`config.mk`:
```
export PLATFORM = sky130hd
export DESIGN_NAME = pfd_lock_detect
export DESIGN_NICKNAME = d
export VERILOG_FILES = /design/src/rtl/pfd_pkg.sv /design/src/rtl/pfd_edge_sync.sv /design/src/rtl/pfd_flags.sv /design/src/rtl/pfd_lock_filter.sv /design/src/rtl/pfd_lock_detect.sv
export SDC_FILE = /design/constraint.sdc
export NUM_CORES = 1
export LEC_CHECK = 0
export BUFFER_PORTS_ARGS = -buffer_cell sky130_fd_sc_hd__buf_4
export CAP_MARGIN = 20
export CORE_MARGIN = 2
export CORE_UTILIZATION = 40
export DETAILED_ROUTE_END_ITERATION = 8
export SLEW_MARGIN = 20
export SYNTH_ARGS = -nofsm -noshare
export SYNTH_HDL_FRONTEND = slang
export SYNTH_SLANG_ARGS = --single-unit
```
`constraint.sdc`:
```
create_clock -name clk_i -period 2.11 [get_ports clk_i]
set_clock_uncertainty 0.1 [all_clocks]
set_input_delay 0.211 -clock clk_i [delete_from_list [all_inputs] [get_ports clk_i]]
set_output_delay 0.211 -clock clk_i [all_outputs]
set_load 0.01 [all_outputs]
```
`src/rtl/pfd_pkg.sv`:
```
`timescale 1ns/1ps
package pfd_pkg;
  localparam int unsigned NUM_CH = 2;
  localparam int unsigned CH_REF = 0;
  localparam int unsigned CH_FB  = 1;

  typedef struct packed {
    logic up;
    logic dn;
  } pump_t;
endpackage

```
`src/rtl/pfd_edge_sync.sv`:
```
`timescale 1ns/1ps
module pfd_edge_sync #(
  parameter int unsigned STAGES = 2
) (
  input  logic clk_i,
  input  logic rst_ni,
  input  logic d_i,
  output logic rise_o
);
  logic [STAGES-1:0] sync_q;
  logic              last_q;

  always_ff @(posedge clk_i or negedge rst_ni) begin
    if (!rst_ni) sync_q[0] <= 1'b0;
    else         sync_q[0] <= d_i;
  end

  for (genvar s = 1; s < STAGES; s++) begin : g_stage
    always_ff @(posedge clk_i or negedge rst_ni) begin
      if (!rst_ni) sync_q[s] <= 1'b0;
      else         sync_q[s] <= sync_q[s-1];
    end
  end

  always_ff @(posedge clk_i or negedge rst_ni) begin
    if (!rst_ni) last_q <= 1'b0;
    else         last_q <= sync_q[STAGES-1];
  end

  assign rise_o = sync_q[STAGES-1] & ~last_q;
endmodule

```
`src/rtl/pfd_flags.sv`:
```
`timescale 1ns/1ps
module pfd_flags
  import pfd_pkg::*;
(
  input  logic  clk_i,
  input  logic  rst_ni,
  input  logic  rise_ref_i,
  input  logic  rise_fb_i,
  output pump_t flags_o,
  output logic  clear_o
);
  pump_t flags_q, flags_d;

  assign clear_o = flags_q.up & flags_q.dn;

  // clear wins: an edge landing in the clear cycle is dropped
  always_comb begin
    if (clear_o) begin
      flags_d = '0;
    end else begin
      flags_d.up = flags_q.up | rise_ref_i;
      flags_d.dn = flags_q.dn | rise_fb_i;
    end
  end

  always_ff @(posedge clk_i or negedge rst_ni) begin
    if (!rst_ni) flags_q <= '0;
    else         flags_q <= flags_d;
  end

  assign flags_o = flags_q;
endmodule

```
`src/rtl/pfd_lock_filter.sv`:
```
`timescale 1ns/1ps
module pfd_lock_filter
  import pfd_pkg::*;
#(
  parameter int unsigned LOCK_COUNT = 4,
  parameter int unsigned LEAD_TOL   = 2
) (
  input  logic  clk_i,
  input  logic  rst_ni,
  input  pump_t flags_i,
  input  logic  clear_i,
  output logic  lock_o
);
  localparam int unsigned LCW = $clog2(LOCK_COUNT + 1);
  localparam int unsigned SCW = $clog2(LEAD_TOL + 2);
  localparam logic [LCW-1:0] LOCK_MAX = LCW'(LOCK_COUNT);
  localparam logic [SCW-1:0] SIDE_MAX = SCW'(LEAD_TOL);

  logic [LCW-1:0] lock_cnt_q;
  logic [SCW-1:0] side_cnt_q;
  logic           spoiled_q;
  logic           one_sided, too_long;

  assign one_sided = flags_i.up ^ flags_i.dn;
  assign too_long  = one_sided && (side_cnt_q == SIDE_MAX);

  always_ff @(posedge clk_i or negedge rst_ni) begin
    if (!rst_ni) begin
      side_cnt_q <= '0;
    end else if (!one_sided) begin
      side_cnt_q <= '0;
    end else if (side_cnt_q != SIDE_MAX) begin
      side_cnt_q <= side_cnt_q + 1'b1;
    end
  end

  always_ff @(posedge clk_i or negedge rst_ni) begin
    if (!rst_ni)       spoiled_q <= 1'b0;
    else if (clear_i)  spoiled_q <= 1'b0;
    else if (too_long) spoiled_q <= 1'b1;
  end

  always_ff @(posedge clk_i or negedge rst_ni) begin
    if (!rst_ni) begin
      lock_cnt_q <= '0;
    end else if (too_long) begin
      lock_cnt_q <= '0;
    end else if (clear_i) begin
      if (spoiled_q)                  lock_cnt_q <= '0;
      else if (lock_cnt_q != LOCK_MAX) lock_cnt_q <= lock_cnt_q + 1'b1;
    end
  end

  assign lock_o = (lock_cnt_q == LOCK_MAX);
endmodule

```
`src/rtl/pfd_lock_detect.sv`:
```
`timescale 1ns/1ps
module pfd_lock_detect
  import pfd_pkg::*;
#(
  parameter int unsigned SYNC_STAGES = 2,
  parameter int unsigned LOCK_COUNT  = 4,
  parameter int unsigned LEAD_TOL    = 2
) (
  input  logic clk_i,
  input  logic rst_ni,
  input  logic ref_i,
  input  logic fb_i,
  output logic up_no,
  output logic dn_no,
  output logic lock_raw_o,
  output logic lock_o
);
  logic [NUM_CH-1:0] in_vec, rise_vec;
  pump_t             flags;
  logic              clear;

  assign in_vec[CH_REF] = ref_i;
  assign in_vec[CH_FB]  = fb_i;

  for (genvar c = 0; c < NUM_CH; c++) begin : g_ch
    pfd_edge_sync #(.STAGES(SYNC_STAGES)) u_sync (
      .clk_i  (clk_i),
      .rst_ni (rst_ni),
      .d_i    (in_vec[c]),
      .rise_o (rise_vec[c])
    );
  end

  pfd_flags u_flags (
    .clk_i      (clk_i),
    .rst_ni     (rst_ni),
    .rise_ref_i (rise_vec[CH_REF]),
    .rise_fb_i  (rise_vec[CH_FB]),
    .flags_o    (flags),
    .clear_o    (clear)
  );

  pfd_lock_filter #(.LOCK_COUNT(LOCK_COUNT), .LEAD_TOL(LEAD_TOL)) u_filt (
    .clk_i   (clk_i),
    .rst_ni  (rst_ni),
    .flags_i (flags),
    .clear_i (clear),
    .lock_o  (lock_o)
  );

  assign up_no      = ~flags.up;
  assign dn_no      = ~flags.dn;
  assign lock_raw_o = flags.up | flags.dn;
endmodule

```
# After elaboration in Yosys (flattened, before gate mapping)

Index checks and enable logic that the tools add are counted.

Flip-flop bits (word level): 14
Bits of input ports: 4
Logic and storage cells: 42
Output and inout port bits: 4

Mux-type cells: 9
Bitwise gates (word level): 11
Equal/unequal tests: 5
Add/sub/neg operators: 2
Reduce and logical (&&, ||, !) cells: 4

Operators by type and width:

| cell                                        | count |
|---|---|
| two-way mux 3 bit                           | 4 |
| two-way mux 2 bit                           | 3 |
| != test 2 bit, second input constant        | 2 |
| NOT 1 bit                                   | 4 |
| adder 3 x 1 -> 3 bit, second input constant | 1 |
| bitwise AND 1 bit                           | 3 |
| equality test 3 bit, second input constant  | 1 |
| != test 3 bit, second input constant        | 1 |
| OR 1 bit                                    | 3 |
| nonzero test 3 bit                          | 1 |
| adder 2 x 1 -> 2 bit, second input constant | 1 |
| equality test 2 bit, second input constant  | 1 |
| two-way mux 1 bit                           | 2 |
| AND reduction 2 bit                         | 1 |
| nonzero test 2 bit                          | 1 |
| logical AND 1 bit                           | 1 |
| XOR 1 bit                                   | 1 |

# Longest topological paths before layout

Gate-level depths: netlist of run 1.

Word-level depth: 5
Mapped depth: 5
Depth with buffers taken out: 5

# By module

Synthesis of run 1 repeated with hierarchy kept, for this count alone.

Cell total of the unflattened synthesis: 53
Area, all modules: 624.3 um^2

By module, submodules not included:

| module          | instances | area an instance (um^2) | cells each | seq. area each (um^2) |
|---|---|---|---|---|
| pfd_lock_filter | 1         | 350.3                   | 35         | 150.1 |
| pfd_edge_sync   | 2         | 88.8                    | 4          | 75.1 |
| pfd_flags       | 1         | 82.6                    | 7          | 50.0 |
| pfd_lock_detect | 1         | 13.8                    | 3          | 0.0 |

# Worst setup path before layout of run 1

Ideal clock, no wire load.

Path kind: register -> register
From: register u_filt.lock_cnt_q[0]
To: register u_filt.lock_cnt_q[0]
Clock period less this slack: 1,299 ps
Required time: 1,945 ps
Library setup time: 65 ps
Path buffers: 0
Arrival: 1,134 ps
Setup slack: 811 ps
Cell stages (with the launch flop): 6
Cells stage by stage: dfrtp_1 > inv_1 > ha_1 > and2_4 > nor4b_2 > o21a_1

Longest elaborated chain between the ends: 5
Elaborated cells between the ends (all ways): 8
Those cells by class: add/sub: 1; eq/ne: 1; mux: 4; reduce/logical: 2

Ends and longest elaborated chain:

| element                | RTL line              | text |
|---|---|---|
| start, declared        | pfd_lock_filter.sv:19 | `logic [LCW-1:0] lock_cnt_q;` |
| start signal, assigned | pfd_lock_filter.sv:50 | `else if (lock_cnt_q != LOCK_MAX) lock_cnt_q <= lock_cnt_q + 1'b1;` |
| adder 3 x 1 -> 3 bit   | pfd_lock_filter.sv:50 |  |
| two-way mux 3 bit      | pfd_lock_filter.sv:50 |  |
| two-way mux 3 bit      | pfd_lock_filter.sv:49 | `if (spoiled_q) lock_cnt_q <= '0;` |
| two-way mux 3 bit      | pfd_lock_filter.sv:48 | `end else if (clear_i) begin` |
| two-way mux 3 bit      | pfd_lock_filter.sv:46 | `end else if (too_long) begin` |

Several ways; a longest one is shown, not always the timed one. The select of a mux whose other input is x is not followed.
A chain may end at the register's enable or synchronous reset.

# Final worst setup path of run 1

From: register u_filt.lock_cnt_q[0]
To: output lock_o

Longest elaborated chain between the ends: 1

Ends and longest elaborated chain:

| element             | RTL line              | text |
|---|---|---|
| equality test 3 bit | pfd_lock_filter.sv:54 | `assign lock_o = (lock_cnt_q == LOCK_MAX);` |
| end, declared       | pfd_lock_detect.sv:16 | `output logic lock_o` |

No other way between the ends.

==> reports/metrics.csv, run 1 <==
stage,metric,value,unit
status,status,finished clean,
die,Die Area,1810,um^2
worst_setup_path,max incr delay on CP,0.38,ns
finish,Final Instance Area,731,um^2
grt,grt ovf,0,
sta,setup_tns,0,ns
clock_tree,Clock transition at path regs,0.08,ns
clock_tree,Num CTS Buffers,3,
clock_tree,"Clk Latency, worst-skew pair",0.28,ns
finish,multi-input logic area,220,um^2
worst_setup_path,type of origin of the critical path,register,
sta,hold slack,0.204,ns
routing,TritonRoute pass-1 iters,4,
sta,Max Clock Freq,637,MHz
placed_design,HPWL Detailed,653,um
clock_tree,CTS tree,built,
sta,final hold vios,0,
die,IO Pins,8,
grt,vias in the first global route,369,
routing,DRT Wirelength,881,um
min_path,HP Class,in -> async,
finish,FILL cells,133,
die,Initial Utilization,0.439,
placed_design,area post-placement,664,um^2
worst_setup_path,Critical Path RT,1.80,ns
synth,Yosys cell types,16,
finish,Final nets,74,
power,Switching Power,0.312,mW
power,Clock power frac,0.202,
sta,Max-slew headroom,0.840,
sta,min setup slack post-route,0.541,ns
flow_run,max-cap check violation count,0,
grt,largest net degree at the start of global routing,15,
worst_setup_path,depth of the most critical reg-to-reg path,5,
clock_tree,Post-CTS Setup Bufs,0,
synth,"Seq/Total Area, Yosys",0.591,
die,core footprint,1350,um^2
power,PD cells,1270,nW/um^2
grt,GRT Resource Usage Total,0.124,
finish,ant diodes,0,
grt,first-pass GRT wire length,1630,um
clock_tree,cts repair resizes,0,
worst_setup_path,CP Max Fanout,3,
clock_tree,root buf cell,clkbuf_4,
synth,Yosys reg bits,14,
power,sw frac,0.336,
power,register share of total power,0.422,
worst_setup_path,"Worst Path Class, Setup",reg -> out,
synth,Synth Net Count,59,
power,overall power,0.928,mW
grt,initial antenna violation count,0,
sta,Pins Over Slew Limit,0,
finish,register area,350,um^2
die,Rows,13,
worst_setup_path,slowest CP cell,dfrtp_1,
power,peak supply drop,0.574,mV
worst_setup_path,Crit path max-delay family,flip-flops,
placed_design,PortBufs,7,
clock_tree,Sink Count,14,
routing,WL per Instance,11.2,um
worst_setup_path,Stages on worst setup path,4,
clock_tree,CTS max path bufs,2,
clock_tree,H-Tree Depth,1,
sta,Tightest Pin Transition,0.240,ns
finish,share of layout cells above drive strength 1,0.203,
synth,Syn Inst Count,50,
worst_setup_path,WP data arrival,1.26,ns
routing,vias after detailed routing,384,
power,internal power,0.616,mW
finish,Area Overhead vs Synth,23.2,%
placed_design,GP Congestion,0.787,
routing,Via density,4.86,
worst_setup_path,Bufs and invs on worst path,2,
worst_setup_path,Worst R2R End,u_filt.lock_cnt_q[0],
sta,RSZ-0062 raised after global routing,no,
sta,final worst path period need,1.57,ns
worst_setup_path,flop2flop setup slack,0.76,ns
placed_design,"worst slack, placed",0.761,ns
routing,DRC viols,0,
power,Logic pwr share,0.376,
synth,yosys warns,0,
sta,"Setup violations, final",0,
power,Leak,0.346,nW
die,die width,42.5,um
die,Die Ht,42.5,um
worst_setup_path,worst reg2reg startpoint,u_filt.lock_cnt_q[0],
sta,fin crit share,0.744,
routing,initial DRC count,8,
worst_setup_path,CP cell instances,inv_1 -> ha_1 -> and2_4 -> buf_4,
routing,post-route ant nets,0,
synth,Mean Syn Cell Area,11.9,um^2
synth,Post-Syn Area,593,um^2
worst_setup_path,endpoint type of the worst setup path,output port,
## worst max path at each step
stage,slack [ns],from,end
final,0.54,u_filt.lock_cnt_q[0],lock_o
after detailed placement,0.76,u_filt.lock_cnt_q[0],u_filt.lock_cnt_q[0]
after floorplan,0.81,u_filt.lock_cnt_q[0],u_filt.lock_cnt_q[0]
after global routing,0.45,u_filt.lock_cnt_q[0],lock_o
after CTS,0.52,u_filt.lock_cnt_q[0],lock_o
after global placement,0.78,u_filt.lock_cnt_q[0],u_filt.lock_cnt_q[0]
## final cells by class
| type | instances | area share |
|---|---|---|
| Timing Repair Buffer | 10 | 0.113 |
| Inverter | 6 | 0.0308 |
| Clock buffer | 4 | 0.0497 |
| Tap cell | 15 | 0.0257 |
| Multi-Input combinational cell | 30 | 0.301 |
| Sequential cell | 14 | 0.479 |
## flip-flops by register name, indices dropped and copies added (netlist names)
signal / count
u_flags.flags_o: 2
u_filt.spoiled_q: 1
g_ch.u_sync.last_q: 2
g_ch.u_sync.sync_q: 4
u_filt.side_cnt_q: 2
u_filt.lock_cnt_q: 3
## worst reg2reg max path, cell delays in order, from the launching register on
cell	delay, ns
dfrtp_1	0.38
inv_1	0.07
ha_1	0.22
and2_4	0.18
nor4b_2	0.20
o21a_1	0.15
## cell usage in the layout, fill, tap and decap left out, types with 2 or more instances in the layout
| master | instances |
|---|---|
| dfrtp_1 | 14 |
| buf_4 | 7 |
| inv_1 | 6 |
| ha_1 | 5 |
| a21oi_1 | 4 |
| nand2_1 | 4 |
| nand3b_1 | 3 |
| o21ai_0 | 3 |
| clkbuf_4 | 3 |
| dlygate4sd3_1 | 3 |
| o21a_1 | 2 |
| and2_1 | 2 |
## power groups by stage
stage	Clock (mW)	Sequential, mW	Combinational (mW)
after global routing	0.210	0.401	0.401
after detailed placement	0	0.396	0.350
after floorplan	0	0.384	0.244
after global placement	0	0.396	0.344
after CTS	0.195	0.392	0.355
final	0.188	0.392	0.349
## layer usage
metal | GRT usage | part of all wire | vias to the layer above
li1 | - | - | 196
met2 | 0.178 | 0.44 | 10
met4 | 0.0375 | 0 | 0
met1 | 0.161 | 0.49 | 178
met5 | 0 | 0 | -
met3 | 0.0647 | 0.069 | 0
## logic make-up (layout without fill, tap and decap cells)
| kind of cell | Yosys count | in the layout | share of synthesized area |
|---|---|---|---|
| flip-flops | 14 | 14 | 0.591 |
| AND/OR/NAND/NOR | 13 | 13 | 0.139 |
| AO/OA/AOI/OAI | 11 | 11 | 0.112 |
| buffers and inverters | 6 | 20 | 0.0380 |
| adder cells (fa/ha/maj) | 5 | 5 | 0.105 |
| XOR/XNOR | 1 | 1 | 0.0148 |
## synthesized netlist by cell type, drive strengths merged
cell,instances,area share
nor3,1,0.0084
nor4b,1,0.025
inv,6,0.038
ha,5,0.11
a221oi,1,0.015
o21a,2,0.025
nand3b,3,0.038
o21ai,3,0.025
a21oi,4,0.034
and2,3,0.036
o21bai,1,0.013
xnor2,1,0.015
nor2,1,0.0063
dfrtp,14,0.59
nand2,4,0.025
## metrics by stage
stage,cells,util
floorplan,50,-
global placement,72,0.492
detailed placement,72,0.492
CTS,79,0.541
global route,79,0.541
finish,79,0.541
## repair_timing
action / CTS / global route
setup endpoints to repair: 0 / 0
hold endpoints to repair: 16 / 0
hold buffers: 3 / 0
No activity file was read; power rests on OpenSTA's default activity.
==> run 2, diff against run 1 <==
Clock period 2.11 ns to 1.35 ns, I/O delays scaled along.
==> reports/metrics.csv, run 2 (synthesis gave the netlist of run 1 again) <==
stage,metric,value,unit,change
die,Die Ht,42.5,um,unchanged
power,peak supply drop,0.997,mV,+74%
grt,GRT Resource Usage Total,0.142,,+0.0181
grt,initial antenna violation count,0,,unchanged
worst_setup_path,Critical Path RT,1.12,ns,-0.68 ns
power,Switching Power,0.617,mW,+98%
placed_design,GP Congestion,0.797,,+1.3%
worst_setup_path,endpoint type of the worst setup path,output port,,
power,Logic pwr share,0.499,,+0.123
sta,min setup slack post-route,-0.0168,ns,-0.558 ns
finish,"most common cell after layout, fill and taps aside",dfrtp_1,,
clock_tree,"Clk Latency, worst-skew pair",0.28,ns,about the same
sta,Pins Over Slew Limit,0,,unchanged
power,Leak,0.403,nW,+16%
die,Initial Utilization,0.439,,unchanged
worst_setup_path,Critical Path Start,u_filt.lock_cnt_q[0],,
routing,WL per Instance,12.4,um,+11%
finish,register area,350,um^2,unchanged
placed_design,HPWL Detailed,630,um,-3.5%
worst_setup_path,CP cell instances,inv_2 -> ha_4 -> and2_4 -> buf_6,,
grt,vias in the first global route,450,,+22%
clock_tree,Sink Count,14,,unchanged
sta,RSZ-0062 raised after global routing,yes,,
routing,post-route ant nets,0,,unchanged
worst_setup_path,type of origin of the critical path,register,,
finish,max reg flops,4,,unchanged
clock_tree,CTS max path bufs,2,,unchanged
finish,FILL cells,115,,-14%
routing,DRT Wirelength,1100,um,+25%
clock_tree,Clock transition at path regs,0.09,ns,about the same
sta,hold slack,0.127,ns,-0.0773 ns
clock_tree,Num CTS Buffers,3,,unchanged
power,sw frac,0.337,,+0.000779
die,die width,42.5,um,unchanged
sta,Max Clock Freq,732,MHz,
finish,most frequent cells in the layout,"dfrtp_1, buf_4, inv_2, nand2_1, buf_6",,
power,PD cells,2120,nW/um^2,+67%
clock_tree,root buf cell,clkbuf_4,,
finish,Final Instance Area,863,um^2,+18%
power,Clock power frac,0.162,,-0.040
grt,grt ovf,0,,unchanged
placed_design,area post-placement,672,um^2,+1.1%
finish,share of layout cells above drive strength 1,0.419,,+0.216
routing,Via density,4.85,,-0.14%
sta,final hold vios,0,,unchanged
routing,DRC viols,0,,unchanged
worst_setup_path,"Worst Path Class, Setup",reg -> out,,
sta,fin crit share,1.01,,
finish,Final nets,84,,+14%
sta,final worst path period need,1.37,ns,
sta,setup_tns,-0.0168,ns,-0.0168 ns
clock_tree,CTS tree,built,,
power,internal power,1.21,mW,+97%
power,register share of total power,0.339,,-0.083
sta,Tightest Pin Transition,0.271,ns,+0.0317 ns
finish,multi-input logic area,263,um^2,+19%
worst_setup_path,max incr delay on CP,0.39,ns,about the same
worst_setup_path,worst reg2reg startpoint,u_filt.lock_cnt_q[0],,
status,status,"finished, violations left",,
die,core footprint,1350,um^2,unchanged
routing,vias after detailed routing,432,,+13%
routing,initial DRC count,4,,-4
die,IO Pins,8,,unchanged
finish,final core utilization,0.639,,+0.0982
sta,"Setup violations, final",1,,+1
worst_setup_path,Bufs and invs on worst path,2,,unchanged
placed_design,PortBufs,7,,unchanged
status,failing checks,setup timing,,
grt,first-pass GRT wire length,1860,um,+14%
placed_design,Cells after DPL,73,,+1.4%
worst_setup_path,Crit path max-delay family,flip-flops,,
worst_setup_path,WP data arrival,1.13,ns,-0.13 ns
worst_setup_path,slowest CP cell,dfrtp_1,,
worst_setup_path,CP Max Fanout,2,,-1
clock_tree,H-Tree Depth,1,,unchanged
grt,largest net degree at the start of global routing,15,,unchanged
placed_design,"worst slack, placed",0.0372,ns,-0.724 ns
min_path,HP Class,in -> async,,
sta,Max-slew headroom,0.819,,-0.0211
finish,Layout Cells excl Fill,89,,+13%
finish,ant diodes,0,,unchanged
finish,largest register by flop count,g_ch.u_sync.sync_q,,
flow_run,max-cap check violation count,0,,unchanged
die,Rows,13,,unchanged
die,Die Area,1810,um^2,unchanged
finish,largest registers,"g_ch.u_sync.sync_q (4), u_filt.lock_cnt_q (3)",,
routing,TritonRoute pass-1 iters,4,,unchanged
power,overall power,1.83,mW,+97%
finish,Area Overhead vs Synth,45.6,%,
-- run 2: cell count changes in the layout (fill, tap and decap cells not counted) --
| cell | previous run | this run |
|---|---|---|
| nor3_2 | 0 | 1 |
| a21oi_2 | 0 | 1 |
| buf_4 | 7 | 13 |
| nor4b_2 | 1 | 0 |
| ha_1 | 5 | 3 |
| inv_2 | 0 | 4 |
| buf_6 | 0 | 4 |
| a21oi_1 | 4 | 3 |
| ha_4 | 0 | 2 |
| nor3_1 | 1 | 0 |
| inv_1 | 6 | 2 |
| nor4b_4 | 0 | 1 |
-- run 2: power by group through the flow --
stage	Clock (mW)	Combinational [mW]	Sequential, mW
3_3_place_gp	0	0.558	0.612
6_report	0.297	0.915	0.620
4_1_cts	0.310	0.741	0.613
3_5_place_dp	0	0.569	0.613
5_1_grt	0.328	1.01	0.638
2_1_floorplan	0	0.381	0.600
-- run 2: repair_timing --
| item | CTS | global route |
|---|---|---|
| buffers inserted | 8 | 2 |
| endpoints found under the hold margin | 16 | 0 |
| resized for setup | 7 | 8 |
| endpoints found under the setup margin | 2 | 4 |
| pin swaps | 2 | 1 |
| hold buffers | 3 | 0 |
-- run 2: path summary, 6_finish.rpt --
check	endpoint	slack, ns	cells past startpoint
max	lock_o	-0.02	4
min	u_filt.lock_cnt_q[2]	0.13	2
max reg2reg	u_filt.lock_cnt_q[0]	0.01	6
min reg2reg	g_ch[1].u_sync.sync_q[1]	0.25	0
max in group asynchronous	g_ch[0].u_sync.sync_q[1]	0.85	2
min in group clk_i	g_ch[1].u_sync.sync_q[1]	0.25	0
-- run 2: layout make-up --
type,count,area share
flip-flops and latches,14,0.406
well taps,15,0.0217
clock buffers,4,0.0420
multi-input cells,30,0.304
repair buffers,20,0.200
inverters,6,0.0261
-- run 2: routing by layer --
metal / up-vias / GRT usage / wire length (um)
met2: 7 / 0.240 / 561
met5: - / 0 / 0
met1: 207 / 0.161 / 501
met4: 0 / 0.0375 / 6
met3: 2 / 0.0647 / 34
li1: 216 / - / -
